## src/rtl/padmux_cfg.sv

```systemverilog
module padmux_cfg (
  input  logic        clk,
  input  logic        rst_n,
  input  logic        reg_wr,
  input  logic [31:0] reg_wdata,
  output logic [31:0] reg_rdata,
  input  logic [7:0]  af_out,
  input  logic [7:0]  af_oe,
  input  logic [7:0]  af_pu,
  input  logic [7:0]  af_pd,
  input  logic        lp_mode,
  input  logic        wake_en,
  input  logic        pad_in,
  output logic        pad_out,
  output logic        pad_oe,
  output logic        pad_pu,
  output logic        pad_pd,
  output logic [2:0]  drive_code,
  output logic        pad_slow,
  output logic [1:0]  edge_flag,
  output logic        wake_req
);
  localparam logic [15:0] WR_MASK = 16'hFFF7;
  localparam int B_RISE = 4, B_FALL = 5, B_CLR = 6, B_SOE_N = 7;
  localparam int B_SDAT = 8, B_SSEL = 9, B_PD = 13, B_PU = 14, B_PSEL = 15;

  logic [15:0] cfg;
  logic [2:0]  sel;
  logic        sync1, sync2, last;
  logic        clr_now, sleep_on;

  always_ff @(posedge clk or negedge rst_n)
    if (!rst_n) cfg <= '0;
    else if (reg_wr) cfg <= reg_wdata[15:0] & WR_MASK;

  assign reg_rdata = {16'h0000, cfg};
  assign sel       = cfg[2:0];

  assign sleep_on = lp_mode && cfg[B_SSEL];
  assign pad_out  = sleep_on ? cfg[B_SDAT]    : af_out[sel];
  assign pad_oe   = sleep_on ? !cfg[B_SOE_N]  : af_oe[sel];
  assign pad_pu   = cfg[B_PSEL] ? af_pu[sel] : cfg[B_PU];
  assign pad_pd   = cfg[B_PSEL] ? af_pd[sel] : cfg[B_PD];

  assign drive_code = cfg[12:10];
  assign pad_slow   = (drive_code == 3'd4) || (drive_code == 3'd6);

  always_ff @(posedge clk or negedge rst_n)
    if (!rst_n) {sync1, sync2, last} <= '0;
    else {sync1, sync2, last} <= {pad_in, sync1, sync2};

  assign clr_now = cfg[B_CLR] || (reg_wr && reg_wdata[B_CLR]);

  always_ff @(posedge clk or negedge rst_n)
    if (!rst_n) edge_flag <= '0;
    else if (clr_now) edge_flag <= '0;
    else begin
      if (cfg[B_RISE] && sync2 && !last) edge_flag[0] <= 1'b1;
      if (cfg[B_FALL] && !sync2 && last) edge_flag[1] <= 1'b1;
    end

  assign wake_req = wake_en && (|edge_flag);
endmodule

```

## config.mk

```make
export PLATFORM = sky130hd
export DESIGN_NAME = padmux_cfg
export DESIGN_NICKNAME = d
export VERILOG_FILES = /design/src/rtl/padmux_cfg.sv
export SDC_FILE = /design/constraint.sdc
export NUM_CORES = 1
export LEC_CHECK = 0
export ABC_AREA = 1
export BUFFER_PORTS_ARGS = -buffer_cell sky130_fd_sc_hd__clkbuf_2
export CAP_MARGIN = 25
export CORE_ASPECT_RATIO = 1.25
export CORE_UTILIZATION = 38
export CTS_CLUSTER_DIAMETER = 200
export DETAILED_ROUTE_END_ITERATION = 6
export GPL_ROUTABILITY_DRIVEN = 1
export PLACE_DENSITY = 0.81
export SETUP_SLACK_MARGIN = 0.15
export SLEW_MARGIN = 20
export SYNTH_ARGS = -nofsm -noshare
export SYNTH_HDL_FRONTEND = slang
export SYNTH_SLANG_ARGS = --single-unit
```

## constraint.sdc

```tcl
create_clock -name clk -period 1.5 [get_ports clk]
set_input_delay 0.225 -clock clk [delete_from_list [all_inputs] [get_ports clk]]
set_output_delay 0.225 -clock clk [all_outputs]
set_load 0.01 [all_outputs]
```

# After elaboration in Yosys (flattened, before gate mapping)
# Cells that the tools add are included.
# totals
wordCells,39
reg_bits,20
input_bits,70
# op_classes
reduce_logical,15
order_cmp,1
muxes,15
n_eq_ne,2
# ops
op,n
$bmux W1 S3,4
$mux W1,10
$logic_and A1 B1 Y1,7
$eq A3 B3 Y1 const B,2
$lt A3 B4 Y1 const B,1
$reduce_bool A2 Y1,2
$logic_not A1 Y1,3
$logic_or A1 B1 Y1,2
$mux W2,1
$reduce_or A2 Y1,1

# Depth between registers and ports, before layout
# Gate-level depths: netlist of the first run.
# depth
depth_word,5
mapped_depth,8

# Least setup slack after synthesis of the first run
# No wires, ideal clock.
# synth_path
path_type,flip-flop to output port
start,register cfg[0]
end,output port pad_pu
t_arrival_ns,1.056
stages_incl_launch_ff,9
setup_slack_ns,0.219
n_path_buf,2
path_cell_list,dfrtp_1 -> buf_6 -> inv_6 -> buf_8 -> nand2_1 -> nand3_1 -> nand3_1 -> nand3_1 -> nand2_1
# synth_via
elab_chain_len,3
# synth_rtl
item,line,source
"start, declared",27,logic [15:0] cfg;
"start signal, assigned",34,else if (reg_wr) cfg <= reg_wdata[15:0] & WR_MASK;
$bmux W1 S3,42,assign pad_pu = cfg[B_PSEL] ? af_pu[sel] : cfg[B_PU];
$mux W1 (not written as such),42,
$mux W1,42,
"end, declared",16,"output logic pad_pu,"
# No other way between the ends. The select of a mux whose other input is x is not followed.

# Worst setup path after layout of the first run
# layout_path
start,register cfg[0]
end,output port pad_oe
# layout_via
elab_chain_len,3
# layout_rtl
item,line,source
$bmux W1 S3,41,assign pad_oe = sleep_on ? !cfg[B_SOE_N] : af_oe[sel];
$mux W1 (not written as such),41,
$mux W1,41,
"end, declared",15,"output logic pad_oe,"
# No other way between the ends. The select of a mux whose other input is x is not followed.

==> results of run 1 <==
## worst max-delay path, stage by stage (launching register included)
cell	delay (ps)
dfrtp_2	460
buf_12	170
nand2_1	60
nand3_1	70
nand3_1	90
nand3_1	90
nand2_1	70
clkbuf_2	120
## synth_stat cells
library cell | instances | share of area [%]
o21a_1 | 1 | 0.56
nor2_1 | 3 | 0.83
a21oi_1 | 3 | 1.1
nand3_1 | 24 | 8.9
o21ai_0 | 7 | 2.6
nand2_2 | 4 | 1.8
nand3_2 | 1 | 0.74
buf_4 | 21 | 12
buf_8 | 1 | 1.1
conb_1 | 1 | 0.28
nor3_1 | 1 | 0.37
nand2_1 | 52 | 14
inv_6 | 1 | 0.65
buf_2 | 2 | 0.74
inv_2 | 1 | 0.28
inv_1 | 34 | 9.4
mux2_2 | 7 | 5.8
dfrtp_1 | 20 | 37
buf_6 | 2 | 1.7
## worst max-delay path by stage
stage | depth (start not counted) | slack (ps) | end | startpoint
2_1_floorplan | 8 | 220 | pad_pu | cfg[0]
3_3_place_gp | 7 | 160 | pad_pu | cfg[0]
3_5_place_dp | 7 | 150 | pad_pu | cfg[0]
4_1_cts | 8 | -100 | pad_pd | cfg[0]
5_1_grt | 7 | -210 | pad_pu | cfg[0]
6_report | 7 | -100 | pad_oe | cfg[0]
## per-stage QoR
step / cells / utilization (%)
after floorplan: 202 / -
after global placement: 293 / 50.51
after detailed placement: 293 / 50.51
after CTS: 298 / 52.59
after global routing: 298 / 52.82
final: 298 / 52.82
## repair_timing
action / CTS / global route
endpoints found under the hold margin: 20 / 0
gates resized for setup: 2 / 2
setup endpoints to repair: 4 / 4
hold buffers: 1 / 0
## per-layer routing
| layer | global-route usage, % | vias up | part of all wire (%) |
|---|---|---|---|
| met5 | 0 | - | 0 |
| met4 | 3.750 | 0 | 0.35 |
| met3 | 2.239 | 2 | 6.7 |
| met2 | 31.48 | 62 | 54 |
| met1 | 16.82 | 553 | 39 |
| li1 | - | 677 | - |
## registers in the layout, indices dropped and copies added (netlist names)
signal     cells
cfg           15
edge_flag      2
last           1
sync1          1
sync2          1
## power groups by stage
| stage | clock network [mW] | logic (mW) | registers (mW) |
|---|---|---|---|
| after floorplan | 0 | 0.287 | 0.647 |
| after global placement | 0 | 0.433 | 0.634 |
| after detailed placement | 0 | 0.440 | 0.636 |
| after CTS | 0.402 | 0.445 | 0.626 |
| after global routing | 0.424 | 0.501 | 0.634 |
| final | 0.389 | 0.439 | 0.626 |
## layout make-up
| type | instances | area, sq um |
|---|---|---|
| Fill cell | 352 | 1562 |
| Multi-Input combinational cell | 120 | 574.3 |
| Sequential cell | 20 | 501.7 |
| Timing Repair Buffer | 81 | 427.9 |
| Inverter | 36 | 142.6 |
| Clock buffer | 4 | 55.05 |
| Tap cell | 37 | 46.29 |
## cell families (layout without fill, tap and decap cells)
kind of cell / count (synthesis) / in the layout / share of synthesized area, %
other cells: 1 / 17 / 0.2773
compound gates: 11 / 11 / 4.255
simple gates: 85 / 85 / 27.10
flops: 20 / 20 / 37.00
mux: 7 / 7 / 5.828
buf+inv: 62 / 121 / 25.53
==> flow_summary.yaml, run 1 <==
synth:
  syn_inst: 186
  ys_ff_latch: 20
  synth_cell_types: 19
  syn_area_per_cell_sq_um: 7.272
  syn-cell-area_sq_um: 1353
  yosys_warnings: 0
  yosysSeqAreaShare_pct: 37.00
worst_setup_path:
  endpoint_kind: "primary output"
  path_class: "register to primary output"
  r2r_start: "cfg[2]"
  crit_path_start_kind: "register"
  r2r_cells: 2
  worstPathRequired_ps: 1270
  crit_arrival_ps: 1370
  r2r_end: "cfg[2]"
  worstPathMaxFanout: 17
  regToRegSetupSlack_ps: 610
pwr:
  sw_frac_of_total_pct: 30.28
  p_sw_uw: 440.5
  p_seq_share_pct: 43.0
  powerDensity_nw_per_um2: 832.4
  power.leakage_nw: 1.097
  intPower_mw: 1.014
  pwr-share-clk_pct: 26.8
  power.total_mw: 1.455
  combPwrFrac_pct: 30.2
  ir_drop_mv: 0.7766
clocking:
  cts_made_buffers: 3
  insertion_delay_ps: 250
  cts_tree: "yes"
  root_buffer: "clkbuf_8"
  cts_setup_buffers: 0
  numClockSinks: 20
  clockBufferDepth: 2
  clk_pin_slew_ps: 70
  h-tree-depth: 1
timing:
  whs_ps: 80.97
  hold_viol: 0
  fmax_ghz: 0.6261
  period_minus_slack_ps: 1597
  setup_viol_count_final: 4
  fin_setup_tns_ps: -357.3
  drv_slew: 0
  fin_crit_sh_pct: 106.5
  worst_clock_skew_ps: 0.4818
  timing.final.ws_setup_ps: -97.09
  rsz0062_at_grt: "yes"
detailed_routing:
  final_antenna_net_count: 0
  first_pass_iters: 4
  drc: 0
  drtIter0Drc: 47
  viasPerCell: 4.342
  vias: 1294
  wl_per_cell_um: 9.581
  finalWirelength_mm: 2.855
min_path:
  hp-class: "input pin to register"
  min_to: "sync1"
  hp-start: "pad_in"
  hold_path_depth: 1
placed_design:
  hpwl_mm: 2.378
  gp_congestion: 0.7534
  port_buffers: 78
  place_ws_ps: 150.8
  place_area_sq_um: 1672
finish:
  final_cell_mix: "78 x clkbuf_2, 51 x nand2_1, 34 x inv_1, 23 x nand3_1, 19 x dfrtp_1"
  nets: 332
  final_common_cell: "clkbuf_2"
  finalInstanceArea_sq_um: 1748
  area_growth_pct: 29.23
  drive_above_1_share_pct: 38.70
  n_antenna_cell: 0
outcome:
  violations: "negative setup slack"
  status: "finished with violations"
global_route:
  track_usage_pct: 15.41
  grt_pass1_vias: 1194
  overflow: 0
  grt_max_degree: 24
  antenna_found_initial: 0
  grt_pass1_wl_mm: 4.685
die:
  die_y_um: 68.70
  die_area_sq_um: 3803
  rows: 23
  die_w_um: 55.36
  start_util_pct: 40.87
  fp.coreArea_sq_um: 3309
  io_pins: 113
flow_run:
  maxCapViolCount: 0
No activity file was read; power rests on OpenSTA's default activity.
==> run 2, diff against run 1 <==
--- a/config.mk
+++ b/config.mk
@@ -5,15 +5,14 @@
 export SDC_FILE = /design/constraint.sdc
 export NUM_CORES = 1
 export LEC_CHECK = 0
-export ABC_AREA = 1
 export BUFFER_PORTS_ARGS = -buffer_cell sky130_fd_sc_hd__clkbuf_2
 export CAP_MARGIN = 25
 export CORE_ASPECT_RATIO = 1.25
-export CORE_UTILIZATION = 38
+export CORE_UTILIZATION = 37
 export CTS_CLUSTER_DIAMETER = 200
 export DETAILED_ROUTE_END_ITERATION = 6
 export GPL_ROUTABILITY_DRIVEN = 1
-export PLACE_DENSITY = 0.81
+export PLACE_DENSITY = 0.83
 export SETUP_SLACK_MARGIN = 0.15
 export SLEW_MARGIN = 20
 export SYNTH_ARGS = -nofsm -noshare
==> run 2 against run 1 <==
  * The flow still finishes with violations (negative setup slack)
  * Total power is 3.3% higher
  * Via count is 24% lower
  * Combinational power hardly changed
  * Routed wire length is 12% lower
  * Die area is 7.9% lower
  * Sequential cell count stayed put
==> flow_summary.yaml, run 2 <==
worst_setup_path:
  cpLargestDelayFamily: "multiplexers"
  r2r_end: "edge_flag[0]"
  critPathSlowestCell: "mux4_2"
  crit_buf_inv: 2
  endpoint_kind: "primary output"
  path_class: "register to primary output"
  cpPeakStageDelay_ps: 500
  r2r_cells: 2
  crit_path_start_kind: "register"
  regToRegSetupSlack_ps: 640
  worstPathRequired_ps: 1270
  path_cells: "buf_12 -> mux2i_1 -> mux4_2 -> mux2i_2 -> buf_2"
  r2r_start: "cfg[6]"
  worstPathMaxFanout: 17
  crit_arrival_ps: 1800
clocking:
  clk_pin_slew_ps: 120
  root_buffer: "clkbuf_4"
  numClockSinks: 20
  cts_setup_buffers: 0
  h-tree-depth: 1
  clockBufferDepth: 2
  cts_tree: "yes"
  insertion_delay_ps: 300
  cts_made_buffers: 3
detailed_routing:
  final_antenna_net_count: 0
  wl_per_cell_um: 11.79
  first_pass_iters: 2
  vias: 980
  drc: 0
  finalWirelength_mm: 2.524
  drtIter0Drc: 8
  viasPerCell: 4.579
pwr:
  ir_drop_mv: 0.7499
  power.total_mw: 1.503
  power.leakage_nw: 0.8978
  powerDensity_nw_per_um2: 917.6
timing:
  worst_clock_skew_ps: 0.6945
  timing.final.ws_setup_ps: -526.1
  hold_viol: 0
  fin_crit_sh_pct: 135.1
  period_minus_slack_ps: 2026
  drv_slew: 0
  fin_setup_tns_ps: -2025
  rsz0062_at_grt: "yes"
  setup_viol_count_final: 4
  whs_ps: 24.80
  fmax_ghz: 0.4936
die:
  fp.coreArea_sq_um: 3028
  die_w_um: 53.15
  start_util_pct: 39.96
  die_y_um: 65.94
  rows: 22
  io_pins: 113
  die_area_sq_um: 3504
placed_design:
  place_area_sq_um: 1573
  port_buffers: 78
  gp_congestion: 0.6756
  hpwl_mm: 2.139
synth:
  synth_commonest_cells: "20 x buf_4, 20 x dfrtp_1, 19 x mux2i_1"
  synth_top_area_share_pct: 41.37
  yosys_warnings: 0
  yosys-top-cells-area: "dfrtp_1 41%, mux2i_1 16%, buf_4 12%"
  ys.flop_type: "dfrtp_1"
  synth_area_leader_cell: "dfrtp_1"
  yosysSeqAreaShare_pct: 41.37
  synth_edf_count: 0
  syn-cell-area_sq_um: 1210
  syn_inst: 99
  async_reset_ff_share_pct: 100.0
  ys_ff_latch: 20
  syn_area_per_cell_sq_um: 12.22
  synth_cell_types: 18
global_route:
  track_usage_pct: 14.71
  antenna_found_initial: 0
  grt_pass1_vias: 939
  grt_pass1_wl_mm: 3.850
  overflow: 0
  gr-usage-met1_pct: 15.69
  gr-usage-met2_pct: 29.43
  grt_max_degree: 21
  use_met3_pct: 1.839
  busiest_layer: "met2"
finish:
  drive_above_1_share_pct: 61.24
  n_antenna_cell: 0
  largest_reg_flops: 15
  area_growth_pct: 35.37
  final_cell_mix: "74 x clkbuf_2, 18 x dfrtp_1, 17 x conb_1, 16 x mux2i_1, 13 x mux2_2"
  reg_top3: "cfg: 15 flops, edge_flag: 2 flops"
  fill_cells: 290
  nets: 249
  top_register: "cfg"
  utilization_pct: 54.09
  finalInstanceArea_sq_um: 1638
  final_common_cell: "clkbuf_2"
outcome:
  status: "finished with violations"
  violations: "negative setup slack"
min_path:
  min_to: "sync1"
  hp-start: "pad_in"
  hp-class: "input pin to register"
  hold_path_depth: 1
flow_run:
  maxCapViolCount: 0
[run 2: final cells by class]
| class | count | area [sq um] | area share (%) |
|---|---|---|---|
| clock inverter | 1 | 30.03 | 1.833 |
| multi-input combinational | 69 | 586.8 | 35.83 |
| tap | 36 | 45.04 | 2.750 |
| timing repair buffer | 83 | 442.9 | 27.04 |
| inverter | 2 | 7.507 | 0.4584 |
| sequential | 20 | 503.0 | 30.71 |
| clock buffer | 3 | 22.52 | 1.375 |
[run 2: where the power goes]
| group | internal [mW] | total, mW | switching, mW |
|---|---|---|---|
| clock network | 0.270 | 0.433 | 0.163 |
| registers | 0.587 | 0.632 | 0.0449 |
| logic | 0.242 | 0.438 | 0.196 |
[run 2: stage by stage]
step | setup slack, ps | instances
finish | -526.1 | 214
global route | -656.7 | 214
CTS | -572.1 | 214
detailed placement | -236.7 | 209
global placement | -201.5 | 209
floorplan | -201.2 | 115
[run 2: worst reg2reg max path: stages (launching register included)]
cell     delay, ps
dfrtp_1        410
a21oi_1        220
o21a_1         170
[run 2: metal layers]
metal | wire, um | vias to the layer above | part of all wire [%]
li1 | - | 467 | -
met3 | 290 | 0 | 11
met1 | 870 | 448 | 34
met2 | 1363 | 65 | 54
met5 | 0 | - | 0
met4 | 0 | 0 | 0
[run 2: repair_timing]
| item | 4_1_cts | 5_1_grt |
|---|---|---|
| gates resized for setup | 0 | 6 |
| endpoints found under the hold margin | 20 | 0 |
| hold buffers | 1 | 0 |
| setup endpoints to repair | 4 | 6 |
| gates cloned | 0 | 0 |
[run 2: logic make-up (layout without fill, tap and decap cells)]
family | after synthesis | in the layout | synth area share, %
other cells | 1 | 17 | 0.3099
mux | 36 | 36 | 35.26
buf+inv | 26 | 89 | 16.34
compound gates | 7 | 7 | 3.515
simple gates | 9 | 9 | 3.207
flops | 20 | 20 | 41.37
[run 2: worst max path at each step]
stage | startpoint | end | cells past startpoint
after global routing | cfg[0] | pad_oe | 5
after detailed placement | cfg[0] | pad_oe | 5
after CTS | cfg[0] | pad_oe | 5
after floorplan | cfg[0] | pad_oe | 5
final | cfg[0] | pad_oe | 5
after global placement | cfg[0] | pad_oe | 5
